[config.mk]
export PLATFORM = sky130hd
export DESIGN_NAME = f32_to_bf16_conv
export DESIGN_NICKNAME = d
export VERILOG_FILES = /design/src/rtl/f2b_pkg.sv /design/src/rtl/f2b_classify.sv /design/src/rtl/f2b_round.sv /design/src/rtl/f2b_pack.sv /design/src/rtl/f32_to_bf16_conv.sv
export SDC_FILE = /design/constraint.sdc
export NUM_CORES = 1
export LEC_CHECK = 0
export BUFFER_PORTS_ARGS = -buffer_cell sky130_fd_sc_hd__buf_4
export CELL_PAD_IN_SITES_DETAIL_PLACEMENT = 0
export CELL_PAD_IN_SITES_GLOBAL_PLACEMENT = 2
export CORE_ASPECT_RATIO = 0.75
export CORE_UTILIZATION = 28
export CTS_BUF_LIST = sky130_fd_sc_hd__clkbuf_8
export CTS_CLUSTER_SIZE = 20
export DETAILED_ROUTE_END_ITERATION = 7
export PLACE_DENSITY_LB_ADDON = 0.1
export SYNTH_ARGS = -nofsm -noshare
export SYNTH_HDL_FRONTEND = slang
export SYNTH_SLANG_ARGS = --single-unit
[constraint.sdc]
create_clock -name clk -period 1 [get_ports clk]
set_input_delay 0.2 -clock clk [delete_from_list [all_inputs] [get_ports clk]]
set_output_delay 0.2 -clock clk [all_outputs]
set_load 0.02 [all_outputs]
[src/rtl/f2b_pkg.sv]
package f2b_pkg;

    typedef enum logic [1:0] {
        RM_TRUNC = 2'b00,
        RM_RNE   = 2'b01,
        RM_ODD   = 2'b10,
        RM_RSVD  = 2'b11
    } rnd_mode_e;

    typedef enum logic [2:0] {
        CLS_ZERO,
        CLS_SUBN,
        CLS_NORM,
        CLS_INF,
        CLS_NAN
    } num_class_e;

endpackage

[src/rtl/f2b_classify.sv]
module f2b_classify
    import f2b_pkg::*;
#(
    parameter int EXP_W  = 8,
    parameter int FRAC_W = 23
) (
    input  logic [EXP_W-1:0]  exp_f,
    input  logic [FRAC_W-1:0] frac_f,
    output num_class_e        cls
);

    logic exp_min;
    logic exp_max;
    logic frac_nz;

    assign exp_min = (exp_f == '0);
    assign exp_max = (exp_f == '1);
    assign frac_nz = |frac_f;

    always_comb begin
        unique case ({exp_min, exp_max})
            2'b10:   cls = frac_nz ? CLS_SUBN : CLS_ZERO;
            2'b01:   cls = frac_nz ? CLS_NAN  : CLS_INF;
            default: cls = CLS_NORM;
        endcase
    end

endmodule

[src/rtl/f2b_round.sv]
module f2b_round
    import f2b_pkg::*;
#(
    parameter int EXP_W      = 8,
    parameter int IN_FRAC_W  = 23,
    parameter int OUT_FRAC_W = 7
) (
    input  logic [EXP_W+IN_FRAC_W-1:0]  mag_in,
    input  rnd_mode_e                   mode,
    output logic [EXP_W+OUT_FRAC_W-1:0] mag_out,
    output logic                        lost,
    output logic                        to_inf
);

    localparam int DROP_W = IN_FRAC_W - OUT_FRAC_W;
    localparam int KEEP_W = EXP_W + OUT_FRAC_W;

    logic [KEEP_W-1:0] kept;
    logic [DROP_W-1:0] drop;
    logic              guard;
    logic              sticky;
    logic              bump;
    logic              jam;
    logic [KEEP_W:0]   sum;

    assign kept   = mag_in[EXP_W+IN_FRAC_W-1:DROP_W];
    assign drop   = mag_in[DROP_W-1:0];
    assign guard  = drop[DROP_W-1];
    assign sticky = |drop[DROP_W-2:0];
    assign lost   = |drop;

    always_comb begin
        unique case (mode)
            RM_TRUNC: begin
                bump = 1'b0;
                jam  = 1'b0;
            end
            RM_ODD: begin
                bump = 1'b0;
                jam  = lost;
            end
            RM_RNE, RM_RSVD: begin
                bump = guard & (sticky | kept[0]);
                jam  = 1'b0;
            end
        endcase
    end

    assign sum     = {1'b0, kept} + {{KEEP_W{1'b0}}, bump};
    assign mag_out = jam ? {kept[KEEP_W-1:1], 1'b1} : sum[KEEP_W-1:0];
    assign to_inf  = &mag_out[KEEP_W-1:OUT_FRAC_W];

endmodule

[src/rtl/f2b_pack.sv]
module f2b_pack
    import f2b_pkg::*;
#(
    parameter int EXP_W      = 8,
    parameter int OUT_FRAC_W = 7
) (
    input  num_class_e                  cls,
    input  logic                        sign,
    input  logic [OUT_FRAC_W-1:0]       frac_hi,
    input  logic [EXP_W+OUT_FRAC_W-1:0] rounded,
    input  logic                        lost,
    input  logic                        to_inf,
    output logic [EXP_W+OUT_FRAC_W:0]   word,
    output logic                        inexact,
    output logic                        overflow
);

    localparam int KEEP_W = EXP_W + OUT_FRAC_W;

    always_comb begin
        word     = '0;
        inexact  = 1'b0;
        overflow = 1'b0;
        unique case (cls)
            CLS_ZERO, CLS_SUBN: begin
                word = {sign, {KEEP_W{1'b0}}};
            end
            CLS_NORM: begin
                word     = {sign, rounded};
                inexact  = lost;
                overflow = to_inf;
            end
            CLS_INF: begin
                word = {sign, {EXP_W{1'b1}}, {OUT_FRAC_W{1'b0}}};
            end
            CLS_NAN: begin
                word = {sign, {EXP_W{1'b1}}, 1'b1, frac_hi[OUT_FRAC_W-2:0]};
            end
            default: begin
                word = '0;
            end
        endcase
    end

endmodule

[src/rtl/f32_to_bf16_conv.sv]
module f32_to_bf16_conv
    import f2b_pkg::*;
#(
    parameter int EXP_W      = 8,
    parameter int IN_FRAC_W  = 23,
    parameter int OUT_FRAC_W = 7
) (
    input  logic                        clk,
    input  logic                        rst_n,
    input  logic                        in_valid,
    input  logic [EXP_W+IN_FRAC_W:0]    in_word,
    input  logic [1:0]                  rnd_mode,
    output logic                        out_valid,
    output logic [EXP_W+OUT_FRAC_W:0]   out_word,
    output logic                        flag_inexact,
    output logic                        flag_overflow
);

    localparam int IN_W   = EXP_W + IN_FRAC_W + 1;
    localparam int OUT_W  = EXP_W + OUT_FRAC_W + 1;
    localparam int KEEP_W = EXP_W + OUT_FRAC_W;

    logic                  sign_f;
    logic [EXP_W-1:0]      exp_f;
    logic [IN_FRAC_W-1:0]  frac_f;
    num_class_e            cls;
    logic [KEEP_W-1:0]     rounded;
    logic                  lost;
    logic                  to_inf;
    logic [OUT_W-1:0]      word_nxt;
    logic                  inexact_nxt;
    logic                  overflow_nxt;

    assign sign_f = in_word[IN_W-1];
    assign exp_f  = in_word[IN_W-2:IN_FRAC_W];
    assign frac_f = in_word[IN_FRAC_W-1:0];

    f2b_classify #(.EXP_W(EXP_W), .FRAC_W(IN_FRAC_W)) u_cls (
        .exp_f  (exp_f),
        .frac_f (frac_f),
        .cls    (cls)
    );

    f2b_round #(.EXP_W(EXP_W), .IN_FRAC_W(IN_FRAC_W), .OUT_FRAC_W(OUT_FRAC_W)) u_rnd (
        .mag_in  (in_word[IN_W-2:0]),
        .mode    (rnd_mode_e'(rnd_mode)),
        .mag_out (rounded),
        .lost    (lost),
        .to_inf  (to_inf)
    );

    f2b_pack #(.EXP_W(EXP_W), .OUT_FRAC_W(OUT_FRAC_W)) u_pack (
        .cls      (cls),
        .sign     (sign_f),
        .frac_hi  (frac_f[IN_FRAC_W-1:IN_FRAC_W-OUT_FRAC_W]),
        .rounded  (rounded),
        .lost     (lost),
        .to_inf   (to_inf),
        .word     (word_nxt),
        .inexact  (inexact_nxt),
        .overflow (overflow_nxt)
    );

    always_ff @(posedge clk or negedge rst_n) begin
        if (!rst_n) begin
            out_valid <= 1'b0;
        end else begin
            out_valid <= in_valid;
        end
    end

    always_ff @(posedge clk or negedge rst_n) begin
        if (!rst_n) begin
            out_word      <= '0;
            flag_inexact  <= 1'b0;
            flag_overflow <= 1'b0;
        end else if (in_valid) begin
            out_word      <= word_nxt;
            flag_inexact  <= inexact_nxt;
            flag_overflow <= overflow_nxt;
        end
    end

endmodule

# ---- Word level (Yosys, flattened, before mapping)
# Cells that the tools add are included.
dict set report op_classes {
  n_addsub 1
  mul 0
  div 0
  n_lt_le_gt_ge 0
  n_eq_ne 10
  n_shift 0
  muxes 9
  bitwise_logic 2
  reduce_logical 11
}
# operator n
set ops {}
lappend ops {{$pmux W16 S4} 1}
lappend ops {{$reduce_or A23 Y1} 1}
lappend ops {{$reduce_or A16 Y1} 1}
lappend ops {{$add A15 B1 Y15} 1}
lappend ops {{$mux W15} 1}
lappend ops {{$reduce_or A15 Y1} 1}
lappend ops {{$eq A8 B8 Y1 const B} 1}
lappend ops {{$logic_not A8 Y1} 1}
lappend ops {{$reduce_and A8 Y1} 1}
lappend ops {{$eq A2 B2 Y1 const B} 3}
lappend ops {{$eq A3 B2 Y1 const B} 2}
lappend ops {{$pmux W3 S2} 1}
lappend ops {{$reduce_or A2 Y1} 3}
lappend ops {{$eq A2 B1 Y1 const B} 2}
lappend ops {{$pmux W1 S2} 2}
lappend ops {{$eq A3 B1 Y1 const B} 1}
lappend ops {{$eq A3 B3 Y1 const B} 1}
lappend ops {{$logic_not A3 Y1} 1}
lappend ops {{$mux W1} 3}
lappend ops {{$mux W3} 1}
lappend ops {{$reduce_or A3 Y1} 1}
lappend ops {{$logic_not A2 Y1} 1}
lappend ops {{$and A1 B1 Y1} 1}
lappend ops {{$or A1 B1 Y1} 1}
dict set report word_totals {
  ff_bits 19
  latch_bits 0
  ramBits 0
  romBits 0
  inputBits 37
  out_inout_bits 19
  word_cells 37
  memories 0
}

# ---- Logic depth before layout (Yosys ltp)
# Gate-level depths: netlist of the first run.
dict set report logic_depth {
  depth_word 8
  mapped_depth 11
  ltp_nobuf 11
}

# ---- By module
# A second synthesis of the first run with hierarchy kept.
dict set report unflattened {
  cells_unflattened 197
  hier_area_um2 1874.3
}
# mod n_inst cells_each area_each_um2 seq_area_each_um2
set modules_own_cells {}
lappend modules_own_cells {f32_to_bf16_conv 1 39 747.0 475.5}
lappend modules_own_cells {f2b_round 1 85 666.9 0.0}
lappend modules_own_cells {f2b_pack 1 49 297.8 0.0}
lappend modules_own_cells {f2b_classify 1 24 162.7 0.0}

# ---- Least setup slack after synthesis of the first run
# OpenSTA, ideal clock, no wires.
dict set report synth_timing {
  path_kind {input to register}
  startpoint {input in_word[7]}
  endpoint {register flag_overflow}
  setup_time_ps 121
  arrival_ps 1969
  required_ps 879
  path_slack_ps -1090
  stages 11
  n_path_buf 0
  cell_sequence {nor4_4 -> nand4_1 -> and3_1 -> ha_1 -> ha_1 -> and4_1 -> nand2_1 -> a2111oi_4 -> xnor2_1 -> nor4_2 -> a22o_1}
}
dict set report synth_between {
  elab_chain_cells 8
  word_cells_on_any_way 15
}
# item line
set synth_lines {}
lappend synth_lines {{start: declaration} f32_to_bf16_conv.sv:11} ;# input logic [EXP_W+IN_FRAC_W:0] in_word,
lappend synth_lines {{$reduce_or A15 Y1} f2b_round.sv:29} ;# assign sticky = |drop[DROP_W-2:0];
lappend synth_lines {{$or A1 B1 Y1} f2b_round.sv:43} ;# bump = guard & (sticky | kept[0]);
lappend synth_lines {{$and A1 B1 Y1} f2b_round.sv:43}
lappend synth_lines {{$pmux W1 S2} f2b_round.sv:33} ;# unique case (mode)
lappend synth_lines {{$add A15 B1 Y15} f2b_round.sv:49} ;# assign sum = {1'b0, kept} + {{KEEP_W{1'b0}}, bump};
lappend synth_lines {{$mux W15} f2b_round.sv:50} ;# assign mag_out = jam ? {kept[KEEP_W-1:1], 1'b1} : sum[KEEP_W-1:0];
lappend synth_lines {{$reduce_and A8 Y1} f2b_round.sv:51} ;# assign to_inf = &mag_out[KEEP_W-1:OUT_FRAC_W];
lappend synth_lines {{$mux W1 (*)} f2b_pack.sv:24} ;# unique case (cls)
lappend synth_lines {{end signal: assignment} f32_to_bf16_conv.sv:80} ;# flag_overflow <= overflow_nxt;
lappend synth_lines {{end: declaration} f32_to_bf16_conv.sv:16} ;# output logic flag_overflow
# Mark *: on every way between the ends. The rest lies on a longest branch, timed or not.
# A chain may end at the register's enable or synchronous reset.

# ---- Final worst setup path of the first run
dict set report layout_timing {
  startpoint {input in_word[14]}
  endpoint {register flag_overflow}
}
# Same word-level chain as after synthesis.

==> parameters.txt, run 1 <==
Parameter                              Value

Worst setup path
  Data arrival time of the critical path ... 2.07 ns
  Series of cell instances along the critical path ... buf_6, nor4_4, nand4_1, and3_4, ha_4, nand3_4, nor2_4, o2111ai_1, xor2_1, nor4_2, a22o_1
  Critical Path Source Type ... input pin
  Cell type group with the largest total delay on the critical path ... simple AND/OR/NAND/NOR gates
  Kind of end point of the critical path ... flip-flop
  Kind of critical path ... in -> reg
  Number of buffer and inverter stages on the critical path ... 1
  CP max stage delay ... 0.32 ns
  CP Data Required Time ... 1.15 ns
  Critical path's slowest cell ... nor4_4
  Highest fanout seen on the critical path ... 3

Logic synthesis
  Async set-or-reset flop fraction in the synthesized netlist ... 100%
  EDFF count, synth ... 0
  Synth warn ... 0
  Cell variety after synth ... 39
  Cell count after synthesis ... 146
  Yosys top cell area share ... 36.1%
  Post-synthesis sequential area ratio ... 36.1%
  Number of synthesized register bits ... 19
  Most area-consuming cells after synthesis ... dfrtp_1 36%, nor2_1 5.7%, nor4_4 4.8%
  Cell type with the largest total area after synthesis ... dfrtp_1
  Post-synthesis instance area ... 0.00132 sq mm
  Most common flop cell mapped by yosys ... dfrtp_1
  Net Count, Synth ... 186
  Average size of a mapped cell ... 9.02 sq um

Power and ir drop
  Tot Pwr ... 2.29 mW
  Max IR drop VDD ... 0.000745 V
  Standby leakage power ... 1.13 nW
  Pwr Density ... 852 mW/mm^2

Route
  Number of vias in the routed layout ... 1,652
  Overall routed net length ... 5060 microns
  First-pass DRT Iterations ... 5
  Iteration-0 DRC Markers ... 86
  Final routed DRC violation total ... 0
  DR vias/cell ... 5.11
  Antenna Violating Nets Remaining ... 0
  DR WL/cell ... 15.7 microns

Timing
  Slew HR ... 74.6%
  TNS Setup ... -12.12 ns
  Slew at the pin with the worst max-slew slack ... 0.378 ns
  Shortest clock period the worst path allows after layout ... 1.93 ns
  Unrepaired setup endpoints after global routing ... yes
  Max Clock Freq ... 519 MHz
  Slew Viols, Final ... 0
  Setup violation total in the final timing report ... 18
  Ratio of final minimum period to clock period ... 193%
  Final setup skew ... 0 ns
  Hold Fails Final Rpt ... 0
  Setup ws final ... -0.926 ns

Layout
  Fraction of final layout cells with drive strength greater than 1 ... 61.7%
  Number of diodes ... 0
  Synthesis-to-finish area growth ... 104%
  Final nets ... 307
  Non-filler instance count after layout ... 323
  Post-Route Utilization ... 59.9%

Global routing
  Vias in the first global route ... 1,519
  Antenna violations before repair ... 0
  GRT Util Overall ... 19.7%
  Largest net degree at the start of global routing ... 21
  Wire length of the first global-routing pass ... 7250 microns
  Congestion Overflow GR ... 0

CTS
  Latest clock arrival within the worst-skew pair ... 0.26 ns
  Deepest level of the CTS H-tree ... 1
  CTS tree ... built
  Clk sinks ... 19
  Clock-pin slew of the registers on the worst-case setup and hold paths ... 0.07 ns
  Clk root buf ... clkbuf_8
  Num CTS Buffers ... 3
  Max Buffers Root-to-Sink ... 2

Die
  Initial cell density of the core ... 29.3%
  Core Box Area ... 0.00449 sq mm
  Width of the die ... 81.2 microns
  Floorplan row count ... 21
  Top-level I/O count ... 56
  Height of the die ... 61.4 microns
  Die ar. ... 0.00499 sq mm

Run status
  Status ... finished, violations left
  Violated checks ... setup timing

Hold path
  Hold crit path type ... in -> reg

Place
  Last weighted congestion value of the routability-driven placer ... 0.913
  Quantity of I/O buffers inserted on ports ... 55
  Final HPWL DP ... 3690 microns
  Cell count after placement ... 304

Run
  Number of max-cap violations ... 0
## repair_timing
action | 4_1_cts | 5_1_grt
endpoints found under the setup margin | 35 | 36
pin swaps | 17 | 35
hold buffers | 1 | 0
endpoints found under the hold margin | 19 | 0
setup buffers | 9 | 8
resized for setup | 33 | 23
## worst paths after layout
| check | slack (ns) | start | to | cells past startpoint |
|---|---|---|---|---|
| worst max-delay path | -0.93 | in_word[14] | flag_overflow | 11 |
| worst min-delay path | 0.13 | in_valid | out_valid | 1 |
| worst max register to register | 0.13 | out_word[5] | out_word[5] | 4 |
| worst min register to register | 0.54 | out_word[15] | out_word[15] | 1 |
| max in group asynchronous | 0.44 | rst_n | out_word[8] | 2 |
| min in group asynchronous | 0.35 | rst_n | out_word[4] | 2 |
## sequential cells by signal, summed over array words and instances (netlist names)
signal         count
flag_inexact       1
flag_overflow      1
out_valid          1
out_word          16
## power breakdown
group          total, mW  switching (mW)  internal [mW]
combinational      0.868           0.402          0.466
sequential         0.885          0.0488          0.836
clock              0.540           0.263          0.277
## layout by cell type (no fill, tap or decap), drive strengths merged, types with 3 or more instances in the layout
cell type  synthesis  final
xor2               5      5
a22o               3      3
ha                 3      3
nor3               3      3
nor4               9      9
nand4              6      6
clkbuf             5      3
a21oi             12     12
nor2              23     23
o21ai              7      7
dfrtp             19     19
buf                1    121
nand3              8      8
nand2              8      8
a31oi              8      8
## cell type report
cell class | instances | area, sq um
fillers | 394 | 1800
multi-input cells | 119 | 1040
repair buffers | 122 | 1040
flip-flops and latches | 19 | 475
well taps | 57 | 71.3
clock buffers | 3 | 41.3
inverters | 2 | 7.51
clock inverters | 1 | 5.00
## worst register-to-register path, delay by kind of cell, from the launching register on
kind	cells	cell delay, ns
compound gates	1	0.04
buf+inv	2	0.25
flops	1	0.39
simple gates	1	0.07
## cell families (layout without fill, tap and decap cells)
kind of cell             after synthesis  count (layout)  share of synthesized area (%)
adder cells (fa/ha/maj)                3               3                           2.85
buffers and inverters                  8             128                           2.56
AO/OA/AOI/OAI                         41              41                           21.9
multiplexers                           1               1                          0.855
XOR/XNOR                               7               7                           4.65
flip-flops                            19              19                           36.1
AND/OR/NAND/NOR                       67              67                           31.1
## layer usage
layer  GRT usage [%]  vias up  routed length [microns]  part of all wire, %
met5               0        -                        0                    0
met1            24.9      791                     2200                   43
li1                -      802                        -                    -
met4            2.81        0                       40                 0.79
met3            5.93        6                      351                  6.9
met2            34.3       53                     2470                   49
## Yosys cell counts (4+ instances only)
cell and number:
a21oi_1 12, xor2_1 5, clkbuf_1 5, nor2_1 20, o21ai_1 5, a31oi_1 8
nand4_1 5, nand3_1 8, dfrtp_1 19, nand2_1 8, nor4_1 4
## per-stage QoR
stage	hold WS, ns	cell area [sq um]	setup WS (ns)
2_1_floorplan	-0.0956	1390	-0.940
3_3_place_gp	0.0861	2260	-1.17
3_5_place_dp	0.0920	2260	-1.24
4_1_cts	0.119	2520	-0.905
5_1_grt	0.122	2690	-0.990
6_report	0.126	2690	-0.926
Power figures use the tool's default switching activity.
==> run 2: changes to the inputs <==
Settings changed: ABC_AREA from default to 1, CORE_UTILIZATION 28 to 26.
Clock period 1 ns to 1.86 ns, I/O delays scaled along.
==> parameters.txt, run 2 <==
Parameter                              Value

Timing
  Slew at the pin with the worst max-slew slack ... 0.366 ns (was 0.378 ns)
  Max Clock Freq ... 506 MHz
  Final setup skew ... 0 ns (unchanged)
  Setup violation total in the final timing report ... 7 (was 18)
  Ratio of final minimum period to clock period ... 106%
  Slew Viols, Final ... 0 (unchanged)
  Shortest clock period the worst path allows after layout ... 1.98 ns
  Setup ws final ... -0.116 ns (was -0.926 ns)
  Slew HR ... 75.5% (was 74.6%)
  Unrepaired setup endpoints after global routing ... yes (unchanged)
  Hold Fails Final Rpt ... 0 (unchanged)

Die
  Core Box Area ... 0.00547 sq mm (was 0.00449 sq mm)
  Floorplan row count ... 23 (was 21)
  Top-level I/O count ... 56 (unchanged)
  Width of the die ... 90.1 microns (was 81.2 microns)
  Height of the die ... 68.1 microns (was 61.4 microns)
  Die ar. ... 0.00614 sq mm (was 0.00499 sq mm)
  Initial cell density of the core ... 27.7% (was 29.3%)

CTS
  CTS tree ... built (unchanged)
  Latest clock arrival within the worst-skew pair ... 0.25 ns (was 0.26 ns)
  Num CTS Buffers ... 3 (unchanged)
  Clk sinks ... 19 (unchanged)
  Deepest level of the CTS H-tree ... 1 (unchanged)
  Clk root buf ... clkbuf_8 (unchanged)
  Max Buffers Root-to-Sink ... 2 (unchanged)
  Clock-pin slew of the registers on the worst-case setup and hold paths ... 0.07 ns (about the same)

Logic synthesis
  Most common flop cell mapped by yosys ... dfrtp_1 (unchanged)
  Async set-or-reset flop fraction in the synthesized netlist ... 100% (unchanged)
  Number of synthesized register bits ... 19 (unchanged)
  Cell variety after synth ... 33 (was 39)
  Post-synthesis instance area ... 0.00151 sq mm (was 0.00132 sq mm)
  EDFF count, synth ... 0 (unchanged)
  Net Count, Synth ... 264 (was 186)
  List of most frequent post-synthesis cells ... 73 x nand2_1, 25 x nor2_1, 21 x nand3_1 (was 20 x nor2_1, 19 x dfrtp_1, 12 x a21oi_1)
  Most instantiated library cell after synthesis ... nand2_1 (was nor2_1)
  Post-synthesis sequential area ratio ... 31.4% (was 36.1%)
  Average size of a mapped cell ... 6.76 sq um (was 9.02 sq um)
  Yosys top cell area share ... 31.4% (was 36.1%)
  Cell type with the largest total area after synthesis ... dfrtp_1 (unchanged)
  Cell count after synthesis ... 224 (was 146)
  Most area-consuming cells after synthesis ... dfrtp_1 31%, nand2_1 18%, nand3_1 6.9% (was dfrtp_1 36%, nor2_1 5.7%, nor4_4 4.8%)
  Synth warn ... 0 (unchanged)

Layout
  Total area of sequential cells ... 475 sq um (unchanged)
  Final Instance Area ... 0.00239 sq mm (was 0.00269 sq mm)
  Synthesis-to-finish area growth ... 58.1% (was 104%)
  Register containing the most flip-flops in the final layout ... out_word (unchanged)
  Max reg flops ... 16 (unchanged)
  Top library cells by usage in the layout, fill and taps aside ... 65 x buf_4, 59 x nand2_1, 20 x nor2_1 (was 92 x buf_4, 27 x buf_6, 19 x nor2_1, 19 x dfrtp_1)
  Final nets ... 339 (was 307)
  Total of fill cells in the finished design ... 602 (was 394)
  Fraction of final layout cells with drive strength greater than 1 ... 46.0% (was 61.7%)
  Multi-input gate area in the final layout ... 0.00111 sq mm (was 0.00104 sq mm)
  Number of diodes ... 0 (unchanged)
  Leading cell type in the layout, fill and taps excluded ... buf_4 (unchanged)
  Post-Route Utilization ... 43.8% (was 59.9%)

Worst setup path
  Reg2Reg Launch Point ... out_word[3] (was out_word[5])
  Number of buffer and inverter stages on the critical path ... 2 (was 1)
  Kind of critical path ... in -> reg (unchanged)
  Data arrival time of the critical path ... 2.16 ns (was 2.07 ns)
  CP Data Required Time ... 2.04 ns (was 1.15 ns)
  Highest fanout seen on the critical path ... 5 (was 3)
  Series of cell instances along the critical path ... buf_6, nor2_4, nand2_2, nor4_4, a31oi_2, ha_2, buf_6, nand3_4, nor2_4, nand2_2, nand2_2, nand2_2, nand2_2, nand2_1, nor2_1, nand3_1, o21bai_2 (was buf_6, nor4_4, nand4_1, and3_4, ha_4, nand3_4, nor2_4, o2111ai_1, xor2_1, nor4_2, a22o_1)
  Critical path's slowest cell ... ha_2 (was nor4_4)
  Start point of the critical path ... in_word[8] (was in_word[14])
  Cell type group with the largest total delay on the critical path ... simple AND/OR/NAND/NOR gates (unchanged)
  CP max stage delay ... 0.28 ns (was 0.32 ns)
  Critical Path Source Type ... input pin (unchanged)
  Most Frequent Cell on Critical Path ... nand2_2
  Kind of end point of the critical path ... flip-flop (unchanged)

Global routing
  GRT Util Overall ... 16.0% (was 19.7%)
  Vias in the first global route ... 1,631 (was 1,519)
  Antenna violations before repair ... 0 (unchanged)
  Wire length of the first global-routing pass ... 7800 microns (was 7250 microns)
  Largest net degree at the start of global routing ... 20 (was 21)
  Congestion Overflow GR ... 0 (unchanged)

Run status
  Violated checks ... setup timing (unchanged)
  Status ... finished, violations left (unchanged)

Hold path
  Startpoint of the worst hold path ... in_valid (unchanged)
  Hold crit path type ... in -> reg (unchanged)

Place
  Placed cell area ... 0.00211 sq mm (was 0.00226 sq mm)
  Post-placement setup slack ... -0.351 ns (was -1.24 ns)
  Last weighted congestion value of the routability-driven placer ... 0.815 (was 0.913)
  Quantity of I/O buffers inserted on ports ... 55 (unchanged)
  Final HPWL DP ... 3870 microns (was 3690 microns)

Route
  Final routed DRC violation total ... 0 (unchanged)
  DR WL/cell ... 12.5 microns (was 15.7 microns)
  Antenna Violating Nets Remaining ... 0 (unchanged)
  Iteration-0 DRC Markers ... 67 (was 86)
  Number of vias in the routed layout ... 1,695 (was 1,652)
  DR vias/cell ... 4.54 (was 5.11)
  First-pass DRT Iterations ... 4 (was 5)
  Overall routed net length ... 4670 microns (was 5060 microns)

Run
  Number of max-cap violations ... 0 (unchanged)

Power and ir drop
  Pwr Density ... 489 mW/mm^2 (was 852 mW/mm^2)
  Standby leakage power ... 1.13 nW (about the same)
  Total net switching power ... 0.385 mW (was 0.713 mW)
  Internal power summed over all cells ... 0.785 mW (was 1.58 mW)
  Max IR drop VDD ... 0.000218 V (was 0.000745 V)
  Register share of total power ... 40.5% (was 38.6%)
  Sw frac ... 32.9% (was 31.1%)
  Tot Pwr ... 1.17 mW (was 2.29 mW)
  Part of the total power dissipated in combinational logic ... 35.7% (was 37.9%)
  Proportion of power drawn by the clock network ... 23.9% (was 23.5%)
## run 2: cell types whose count changed in the layout (fill, tap and decap cells not counted), sizes merged, moves of 4 or more
cell | previous run | this run
o211ai | 2 | 6
nor2 | 23 | 36
buf | 121 | 73
nor4 | 9 | 2
inv | 2 | 21
nand3 | 8 | 23
nand2 | 8 | 78
a31oi | 8 | 1
a21oi | 12 | 7
## run 2: stage by stage
stage	hold WS [ns]	cells	TNS (ns)
floorplan	0.0764	224	-0.0466
global placement	0.262	365	-3.06
detailed placement	0.263	365	-3.04
CTS	0.306	370	-0.0294
global route	0.308	373	-1.41
finish	0.306	373	-0.388
## run 2: area by class of cell
cell class / count / share of cell area [%]
Multi-Input combinational cell: 180 / 46.4
Timing Repair Buffer: 74 / 24.6
Clock buffer: 3 / 1.73
Inverter: 21 / 3.40
Clock inverter: 1 / 0.157
Tap cell: 75 / 3.92
Sequential cell: 19 / 19.9
## run 2: power by group through the flow
stage | logic [mW] | clock network (mW) | registers (mW)
3_5_place_dp | 0.382 | 0 | 0.482
5_1_grt | 0.458 | 0.305 | 0.480
3_3_place_gp | 0.384 | 0 | 0.481
2_1_floorplan | 0.137 | 0 | 0.530
4_1_cts | 0.387 | 0.290 | 0.474
6_report | 0.417 | 0.280 | 0.473
## run 2: worst paths after layout
check                                 to  slack, ns  cells after the start
max                        flag_overflow      -0.12                     17
min                            out_valid       0.31                      1
max reg2reg                  out_word[3]       1.11                      2
min reg2reg                 out_word[15]       0.47                      2
max in group asynchronous   out_word[15]       1.13                      2
min in group asynchronous    out_word[3]       0.52                      2
## run 2: kinds of logic (layout without fill, tap and decap cells)
family | count (synthesis) | count (layout) | share of synthesized area (%)
simple gates | 148 | 148 | 45.9
compound gates | 26 | 26 | 11.5
buf+inv | 25 | 99 | 7.02
fa+ha+maj | 3 | 3 | 2.48
xor+xnor | 3 | 3 | 1.74
flops | 19 | 19 | 31.4
## run 2: worst reg2reg max path, cell delays in order (launching register included)
cell and delay [ns]:
dfrtp_1 0.38, a22oi_1 0.17, o21ai_1 0.09
## run 2: timing repair
action                                 4_1_cts  5_1_grt
setup buffers                                0        3
gates resized for setup                      5       47
pin swaps                                    0       26
hold buffers                                 1        0
setup endpoints to repair                    4       12
endpoints found under the hold margin       19        0
## run 2: metal layers
metal	track usage (%)	wire, microns	vias to the layer above	part of all wire (%)
li1	-	-	892	-
met3	1.89	238	4	5.1
met4	3.63	24	0	0.51
met2	25.1	1900	50	41
met5	0	0	-	0
met1	23.6	2500	749	54
